--- src/rtl/tbase_pkg.sv ---
package tbase_pkg;

    typedef enum logic [1:0] {
        TB_OFF    = 2'd0,
        TB_RUN    = 2'd1,
        TB_FROZEN = 2'd2
    } tb_state_e;

    localparam int TB_CODES = 8;
    localparam int TB_SEL_W = $clog2(TB_CODES);
    localparam int TB_CNT_W = 15;

    // counter bit whose rising edge marks an event for each tap code
    function automatic int tap_bit(input int code);
        case (code)
            0:       return 2;
            1:       return 3;
            2:       return 6;
            3:       return 7;
            4:       return 9;
            5:       return 10;
            6:       return 11;
            default: return 14;
        endcase
    endfunction

endpackage

--- src/rtl/tbase_ctrl.sv ---
module tbase_ctrl
    import tbase_pkg::*;
(
    input  logic                clk,
    input  logic                rst_n,
    input  logic                wr,
    input  logic                wr_run,
    input  logic [TB_SEL_W-1:0] wr_tap,
    input  logic                wr_ie,
    input  logic                stop_mode,
    input  logic                stop_keep,
    output logic                run_q,
    output logic [TB_SEL_W-1:0] tap_q,
    output logic                ie_q,
    output logic                cnt_clr,
    output logic                cnt_en
);

    tb_state_e state_q, state_d;
    logic      freeze_req;

    assign freeze_req = stop_mode && !stop_keep;

    always_comb begin
        state_d = state_q;
        unique case (state_q)
            TB_OFF:    if (wr && wr_run)  state_d = TB_RUN;
            TB_RUN:    if (wr && !wr_run) state_d = TB_OFF;
                       else if (freeze_req) state_d = TB_FROZEN;
            TB_FROZEN: if (wr && !wr_run) state_d = TB_OFF;
                       else if (!freeze_req) state_d = TB_RUN;
            default:   state_d = TB_OFF;
        endcase
    end

    always_ff @(posedge clk or negedge rst_n) begin
        if (!rst_n) begin
            state_q <= TB_OFF;
        end else begin
            state_q <= state_d;
        end
    end

    always_ff @(posedge clk or negedge rst_n) begin
        if (!rst_n) begin
            run_q <= 1'b0;
            tap_q <= '0;
            ie_q  <= 1'b0;
        end else if (wr) begin
            run_q <= wr_run;
            tap_q <= wr_tap;
            ie_q  <= wr_ie;
        end
    end

    always_comb begin
        cnt_clr = (state_q == TB_OFF);
        cnt_en  = (state_q == TB_RUN);
    end

    // a frozen machine that is neither released nor disabled stays frozen
    p_frozen_holds_r11: assert property (@(posedge clk) disable iff (!rst_n)
        (state_q == TB_FROZEN && freeze_req && !wr) |=> (state_q == TB_FROZEN));

    // a write clearing the run bit always leads to the counter-clear state
    p_disable_off_r2: assert property (@(posedge clk) disable iff (!rst_n)
        (wr && !wr_run) |=> cnt_clr);

endmodule

--- src/rtl/tbase_count.sv ---
module tbase_count
    import tbase_pkg::*;
(
    input  logic                clk,
    input  logic                rst_n,
    input  logic                clr,
    input  logic                en,
    input  logic                tick,
    input  logic [TB_SEL_W-1:0] tap_sel,
    output logic                evt
);

    localparam int CW = TB_CNT_W;

    logic [CW-1:0]       cnt_q, cnt_nxt;
    logic [TB_CODES-1:0] rise;
    logic                step;

    assign step    = en && tick;
    assign cnt_nxt = cnt_q + 1'b1;

    for (genvar g = 0; g < TB_CODES; g++) begin : g_tap
        localparam int B = tap_bit(g);
        assign rise[g] = cnt_nxt[B] & ~cnt_q[B];
    end

    assign evt = step && rise[tap_sel];

    always_ff @(posedge clk or negedge rst_n) begin
        if (!rst_n) begin
            cnt_q <= '0;
        end else if (clr) begin
            cnt_q <= '0;
        end else if (step) begin
            cnt_q <= cnt_nxt;
        end
    end

    // counter is zero after any cycle spent in the off state
    p_off_zero_r2: assert property (@(posedge clk) disable iff (!rst_n)
        clr |=> (cnt_q == '0));

    // one increment per qualifying tick
    p_step_one_r3: assert property (@(posedge clk) disable iff (!rst_n)
        (!clr && step) |=> (cnt_q == CW'($past(cnt_q) + 1'b1)));

    // without a qualifying tick the counter holds
    p_hold_r11: assert property (@(posedge clk) disable iff (!rst_n)
        (!clr && !step) |=> $stable(cnt_q));

endmodule

--- src/rtl/tbase_flag.sv ---
module tbase_flag (
    input  logic clk,
    input  logic rst_n,
    input  logic evt,
    input  logic ack_wr,
    input  logic ie,
    output logic flag_q,
    output logic irq
);

    always_ff @(posedge clk or negedge rst_n) begin
        if (!rst_n) begin
            flag_q <= 1'b0;
        end else if (evt) begin
            flag_q <= 1'b1;
        end else if (ack_wr) begin
            flag_q <= 1'b0;
        end
    end

    assign irq = flag_q && ie;

    // an event always leaves the flag set, acknowledge or not
    p_set_wins_r8: assert property (@(posedge clk) disable iff (!rst_n)
        evt |=> flag_q);

    // acknowledge without a coincident event clears the flag
    p_ack_clears_r7: assert property (@(posedge clk) disable iff (!rst_n)
        (ack_wr && !evt) |=> !flag_q);

endmodule

--- src/rtl/tbase_pit.sv ---
module tbase_pit
    import tbase_pkg::*;
(
    input  logic       clk,
    input  logic       rst_n,
    input  logic       ext_sel,
    input  logic       ext_tick,
    input  logic       int_tick,
    input  logic       stop_mode,
    input  logic       stop_keep,
    input  logic       reg_wr,
    input  logic [5:0] reg_wdata,
    output logic [7:0] reg_rdata,
    output logic       irq
);

    logic                run_q, ie_q, cnt_clr, cnt_en, evt, flag_q, tb_tick;
    logic [TB_SEL_W-1:0] tap_q;

    assign tb_tick = ext_sel ? ext_tick : int_tick;

    tbase_ctrl u_ctrl (
        .clk       (clk),
        .rst_n     (rst_n),
        .wr        (reg_wr),
        .wr_run    (reg_wdata[0]),
        .wr_tap    (reg_wdata[3:1]),
        .wr_ie     (reg_wdata[4]),
        .stop_mode (stop_mode),
        .stop_keep (stop_keep),
        .run_q     (run_q),
        .tap_q     (tap_q),
        .ie_q      (ie_q),
        .cnt_clr   (cnt_clr),
        .cnt_en    (cnt_en)
    );

    tbase_count u_count (
        .clk     (clk),
        .rst_n   (rst_n),
        .clr     (cnt_clr),
        .en      (cnt_en),
        .tick    (tb_tick),
        .tap_sel (tap_q),
        .evt     (evt)
    );

    tbase_flag u_flag (
        .clk    (clk),
        .rst_n  (rst_n),
        .evt    (evt),
        .ack_wr (reg_wr && reg_wdata[5]),
        .ie     (ie_q),
        .flag_q (flag_q),
        .irq    (irq)
    );

    assign reg_rdata = {flag_q, 2'b00, ie_q, tap_q, run_q};

    // a request never appears while interrupts are disabled
    p_irq_gated_r6: assert property (@(posedge clk) disable iff (!rst_n)
        irq |-> reg_rdata[4]);

    // flag events only occur while the block is running
    p_evt_needs_run_r4: assert property (@(posedge clk) disable iff (!rst_n)
        evt |-> reg_rdata[0] || $past(reg_rdata[0]));

endmodule

--- config.mk ---
export PLATFORM = sky130hd
export DESIGN_NAME = tbase_pit
export DESIGN_NICKNAME = d
export VERILOG_FILES = /design/src/rtl/tbase_pkg.sv /design/src/rtl/tbase_ctrl.sv /design/src/rtl/tbase_count.sv /design/src/rtl/tbase_flag.sv /design/src/rtl/tbase_pit.sv
export SDC_FILE = /design/constraint.sdc
export NUM_CORES = 1
export LEC_CHECK = 0
export ABC_AREA = 1
export CAP_MARGIN = 10
export CELL_PAD_IN_SITES_DETAIL_PLACEMENT = 1
export CELL_PAD_IN_SITES_GLOBAL_PLACEMENT = 2
export CORE_UTILIZATION = 28
export CTS_CLUSTER_DIAMETER = 60
export CTS_CLUSTER_SIZE = 10
export DETAILED_ROUTE_END_ITERATION = 10
export PLACE_DENSITY = 0.78
export SLEW_MARGIN = 15
export SYNTH_ARGS = -nofsm -noshare
export SYNTH_HDL_FRONTEND = slang
export SYNTH_SLANG_ARGS = --single-unit
--- constraint.sdc ---
create_clock -name clk -period 1.56 [get_ports clk]
set_input_delay 0.234 -clock clk [delete_from_list [all_inputs] [get_ports clk]]
set_output_delay 0.234 -clock clk [all_outputs]
set_load 0.02 [all_outputs]
==> impl_metrics.ini, run 1 <==
[run_status]
status = complete, but fails checks
violations = negative setup slack

[cells_and_area]
diodes = 0
fin_area_um2 = 1910
finalCoreUtilization_pct = 39.1
area_growth_pct = 30.8
fillers = 609
final_cell_mix = nand2_1, nor2_1, dfrtp_1
final_common_cell = nand2_1
multi_input_comb_area_um2 = 798
nNetsFinal = 233
stdcell_count = 276
final_layout_size_suffix_gt1_share_pct = 25.8
regArea_um2 = 576

[detailed_routing]
viasPerCell = 4.55
remaining_drc_errors = 0
ant_nets = 0
drtIter0Drc = 38
vias = 1257
drt-pass1-iter-count = 4
wire_per_inst_um = 13.7
drt_wl_total_mm = 3.78

[global_routing]
grt_max_degree = 24
grt_pass1_vias = 1308
grt_pass1_wl_mm = 6.38
overflow = 0
grt.total_usage_pct = 15.5
antenna_found_initial = 0

[clock_network]
cts.sinks = 23
cts-htree-levels = 1
clk_latency_ns = 0.27
path_clk_slew_ns = 0.08
cts-root-buf = clkbuf_8
clock_path_buffers = 2
cts_buffers = 3
cts_tree = built
cts_setup_buffers = 0

[timing]
slew_violations = 0
layout_min_cycle_time_ns = 1.63
period_share_pct = 104
tns_ns = -0.0674
fin_skew_ns = 0.00263
hold_slack_ns = 0.322
hold_violations = 0
setup_viol = 1
max_freq_mhz = 614
rsz0062_at_grt = yes
setup_ws_ns = -0.0674

[critical_path]
slowest_delay_ns = 0.41
crit_chain = buf_4, nand3_4, nor2_4, nand2_4, nor4_4, ha_1, nand2_1, nand3_1, nand2_1, nand2_1, nand3_1, nand2_1
cp.arrival_ns = 1.84
cp_data_required_time_ns = 1.77
cp_common_cell = nand2_1
criticalPathCategory = reg -> reg
path_max_fanout = 4
cp_slowest_cell = dfrtp_1
startpoint_type = flip-flop
end_kind = flip-flop

[power]
power_density_nw_per_um2 = 1030
fin_total_pwr_mw = 1.97
vdd_drop_max_v = 0.000397
leakage_nw = 0.880

[synthesis]
yosysSeqAreaShare_pct = 39.5
ys_types = 27
synth_warnings = 0
synthCells = 177
ys_seq_elements = 23
avgSynthCellArea_um2 = 8.24
synth_area_um2 = 1460

[placement]
dp_cells = 272
gp_congestion = 0.804
place_area_um2 = 1790
dp_slack_ns = -0.121
place.port_buffers = 20
hpwlAfterDp_mm = 2.96

[die]
fp.dieH_um = 74.2
start_util_pct = 29.9
num_io_pins = 23
die-area_um2 = 5500
die_w_um = 74.2
core-area_um2 = 4880
row_count = 25

[min_path]
hp-class = in -> async

[job]
drv_cap = 0
==> worst paths after layout <==
path | endpoint | depth (start not counted) | startpoint | slack [ns]
worst max-delay path | u_flag.flag_q | 12 | u_count.cnt_q[0] | -0.07
worst min-delay path | u_count.cnt_q[5] | 2 | rst_n | 0.32
worst max register to register | u_flag.flag_q | 12 | u_count.cnt_q[0] | -0.07
worst min register to register | u_ctrl.run_q | 2 | u_ctrl.run_q | 0.51
max in group asynchronous | u_ctrl.run_q | 2 | rst_n | 0.99
min in group clk | u_ctrl.ie_q | 3 | reg_wdata[4] | 0.50
==> per-layer routing <==
metal	up-vias	wire, um	global-route usage [%]
met3	5	46	1.63
met4	0	59	4.49
li1	624	-	-
met5	-	0	0
met1	613	1750	20.2
met2	15	1930	27.1
==> kinds of logic after synthesis <==
group	count (synthesis)	synth area share, %
AO/OA/AOI/OAI	24	14.6
adder cells (fa/ha/maj)	9	7.72
buffers and inverters	33	10.9
flip-flops	23	39.5
other	1	0.257
AND/OR/NAND/NOR	87	27.1
==> cells in the mapped netlist (all sizes together) <==
cell type	count	area (um2)
ha	9	113
conb	1	3.75
o21bai	1	11.3
dfrtp	23	576
a21oi	3	22.5
nor3	1	5.00
nand2	43	186
inv	25	93.8
a31o	1	8.76
buf	8	65.1
nand3	12	60.1
nor4	2	18.8
nor3b	1	7.51
o21ai	9	45.0
o22ai	9	113
o211ai	1	12.5
nor2	28	118
==> worst max-delay path: cells and delay by family (launching register included) <==
| family | cells | cell delay (ns) |
|---|---|---|
| DFF | 1 | 0.41 |
| buffers and inverters | 1 | 0.16 |
| adders and majority gates | 1 | 0.21 |
| and+or+nand+nor | 10 | 0.80 |
==> cell type report <==
type | count | area share (%)
multi-input cells | 122 | 41.8
repair buffers | 35 | 16.3
inverters | 25 | 4.92
clock buffers | 4 | 2.36
flip-flops and latches | 23 | 30.2
well taps | 67 | 4.39
==> registers in the layout, indices dropped and copies added (netlist names) <==
name / count
u_count.cnt_q: 15
u_ctrl.tap_q: 3
u_ctrl.state_q: 2
u_ctrl.ie_q: 1
u_ctrl.run_q: 1
u_flag.flag_q: 1
==> where the power goes <==
part | total (mW) | switching [mW] | internal [mW] | leakage [nW]
Clock | 0.385 | 0.202 | 0.183 | 0.0228
Combinational | 0.834 | 0.518 | 0.316 | 0.552
Sequential | 0.750 | 0.0790 | 0.671 | 0.305
Total | 1.97 | 0.799 | 1.17 | 0.880
==> timing repair <==
item	4_1_cts	5_1_grt
hold buffers	0	0
setup endpoints to repair	7	9
gates resized for setup	8	10
pin swaps	3	2
endpoints found under the hold margin	0	0
(Power assumes the default switching activity.)
==> run 2: changes to the inputs <==
--- a/config.mk
+++ b/config.mk
@@ -9,12 +9,13 @@
 export CAP_MARGIN = 10
 export CELL_PAD_IN_SITES_DETAIL_PLACEMENT = 1
 export CELL_PAD_IN_SITES_GLOBAL_PLACEMENT = 2
-export CORE_UTILIZATION = 28
+export CORE_UTILIZATION = 27
 export CTS_CLUSTER_DIAMETER = 60
 export CTS_CLUSTER_SIZE = 10
 export DETAILED_ROUTE_END_ITERATION = 10
-export PLACE_DENSITY = 0.78
+export PLACE_DENSITY = 0.79
 export SLEW_MARGIN = 15
 export SYNTH_ARGS = -nofsm -noshare
 export SYNTH_HDL_FRONTEND = slang
+export SYNTH_HIERARCHICAL = 1
 export SYNTH_SLANG_ARGS = --single-unit
==> run 2 against run 1 <==
The run still ends with negative setup slack left. Clock power about the same. Fmax down 2.0%. Flip-flop and latch count unchanged.
==> impl_metrics.ini, run 2 <==
[run_status]
status = complete, but fails checks
violations = negative setup slack

[detailed_routing]
remaining_drc_errors = 0
drtIter0Drc = 81
vias = 1299
drt-pass1-iter-count = 4
wire_per_inst_um = 12.1
drt_wl_total_mm = 3.64
ant_nets = 0
viasPerCell = 4.32

[synthesis]
yosysSeqAreaShare_pct = 41.0
synthTopCellsByCount = nand2_1, inv_1, nor2_1
ys_top_cells_by_area = dfrtp_1, nand2_1, ha_1
yosysTopAreaCell = dfrtp_1
synth_most_common_cell = nand2_1
ys_types = 23
synthFlopType = dfrtp_1
synth_edf_count = 0
async_flop_share_pct = 100
synthCells = 188
ys_seq_elements = 23
synth_area_um2 = 1400
yosysTopAreaCellShare_pct = 41.0
synth_warnings = 6
avgSynthCellArea_um2 = 7.47

[cells_and_area]
fin_area_um2 = 1910
fillers = 613
final_layout_size_suffix_gt1_share_pct = 20.5
largest_reg_flops = 15
diodes = 0
final_cell_mix = nand2_1, inv_1, buf_4
nNetsFinal = 258
finalCoreUtilization_pct = 39.4
reg.largest.list = u_count/cnt_q (15), u_ctrl/tap_q (3), u_ctrl/state_q (2)
area_growth_pct = 36.1
top_register = u_count/cnt_q
final_common_cell = nand2_1

[die]
fp.dieH_um = 74.1
start_util_pct = 29.0
core-area_um2 = 4850
die_w_um = 74.1
row_count = 25
die-area_um2 = 5490
num_io_pins = 23

[critical_path]
criticalPathCategory = reg -> reg
path_max_fanout = 3
startpoint_type = flip-flop
end_kind = flip-flop
cp_data_required_time_ns = 1.73
cp.arrival_ns = 1.83
reg2reg_depth = 13

[timing]
rsz0062_at_grt = yes
slew_violations = 0
period_share_pct = 106
layout_min_cycle_time_ns = 1.66
setup_viol = 1
setup_ws_ns = -0.100
hold_violations = 0
max_freq_mhz = 602
hold_slack_ns = 0.305
fin_skew_ns = 0.00311

[clock_network]
cts-htree-levels = 1
clock_path_buffers = 2
path_clk_slew_ns = 0.09
cts_buffers = 3
cts_tree = built
cts_hold_buf = 0
cts-root-buf = clkbuf_8
cts.sinks = 23
clk_latency_ns = 0.27

[min_path]
hp-class = in -> async

[global_routing]
antenna_found_initial = 0
grt.total_usage_pct = 14.8
grt_pass1_wl_mm = 6.09
grt_max_degree = 24
grt_pass1_vias = 1341
overflow = 0

[placement]
place_area_um2 = 1830
gp_congestion = 0.783
dp_slack_ns = -0.128
place.port_buffers = 20
hpwlAfterDp_mm = 2.89

[power]
fin_total_pwr_mw = 1.87
leakage_nw = 0.963
power_density_nw_per_um2 = 976
vdd_drop_max_v = 0.000512

[job]
drv_cap = 0
-- run 2: changes by cell type in the layout (fill, tap and decap cells not counted), moves of 3 or more --
| cell | delta |
|---|---|
| nand2_1 | +16 |
| buf_4 | +11 |
| inv_1 | +9 |
| o22ai_2 | -9 |
| o22ai_1 | +8 |
| nand3_1 | -4 |
| nand2_4 | -3 |
| nand3_2 | +3 |
| nand4_1 | +3 |
| o21ai_1 | -3 |
-- run 2: report_power, final --
group / internal (mW) / total, mW / leakage [nW] / switching, mW
clock network: 0.179 / 0.388 / 0.0255 / 0.209
logic: 0.321 / 0.753 / 0.631 / 0.431
registers: 0.666 / 0.725 / 0.307 / 0.0590
-- run 2: layout make-up --
type / instances / area, um2 / area share (%)
Clock buffer: 3 / 41.3 / 2.16
Clock inverter: 1 / 5.00 / 0.262
Inverter: 32 / 120 / 6.29
Multi-Input combinational cell: 129 / 689 / 36.1
Sequential cell: 23 / 576 / 30.1
Tap cell: 67 / 83.8 / 4.39
Timing Repair Buffer: 46 / 395 / 20.7
-- run 2: cells by family (layout without fill, tap and decap cells) --
kind of cell / after synthesis / in the layout / share of synthesized area, %
other: 1 / 2 / 0.267
buffers and inverters: 37 / 82 / 11.2
AO/OA/AOI/OAI: 17 / 17 / 7.22
adder cells (fa/ha/maj): 9 / 9 / 8.02
flip-flops: 23 / 23 / 41.0
AND/OR/NAND/NOR: 101 / 101 / 32.3
-- run 2: metrics by stage --
stage | TNS [ns] | instances
2_1_floorplan | -0.0238 | 189
3_3_place_gp | -0.0524 | 294
3_5_place_dp | -0.128 | 294
4_1_cts | -0.111 | 300
5_1_grt | -0.349 | 301
6_report | -0.100 | 301
-- run 2: per-layer routing --
metal,vias to the layer above,track usage [%],share of wire (%)
met3,5,1.63,2.6
met4,0,6.41,1.8
met5,-,0,0
met2,23,26.1,50
met1,600,18.3,46
li1,671,-,-
-- run 2: critical path, stage by stage, from the launching register on --
cell and delay, ns:
dfrtp_1 0.41, ha_2 0.20, nand3_2 0.09, nor2_4 0.04
nand2_1 0.09, nor3_2 0.05, ha_1 0.16, or2_0 0.20
nand2_1 0.06, nand3_1 0.07, nand2_1 0.06, nor2_1 0.04
inv_1 0.05, nand2_1 0.04
-- run 2: what timing repair did --
| action | 4_1_cts | 5_1_grt |
|---|---|---|
| endpoints found under the setup margin | 3 | 4 |
| gates resized for setup | 2 | 3 |
| cloned | 0 | 0 |
| setup buffers | 2 | 1 |
| pin swaps | 3 | 1 |
-- run 2: final timing paths --
check | from | to | slack (ns)
min in group clk | u_ctrl/run_q | u_ctrl/run_q | 0.48
max | u_count/cnt_q[1] | u_flag/flag_q | -0.10
max in group asynchronous | rst_n | u_flag/flag_q | 1.01
min reg2reg | u_ctrl/run_q | u_ctrl/run_q | 0.48
min | rst_n | u_count/cnt_q[13] | 0.31
max reg2reg | u_count/cnt_q[1] | u_flag/flag_q | -0.10
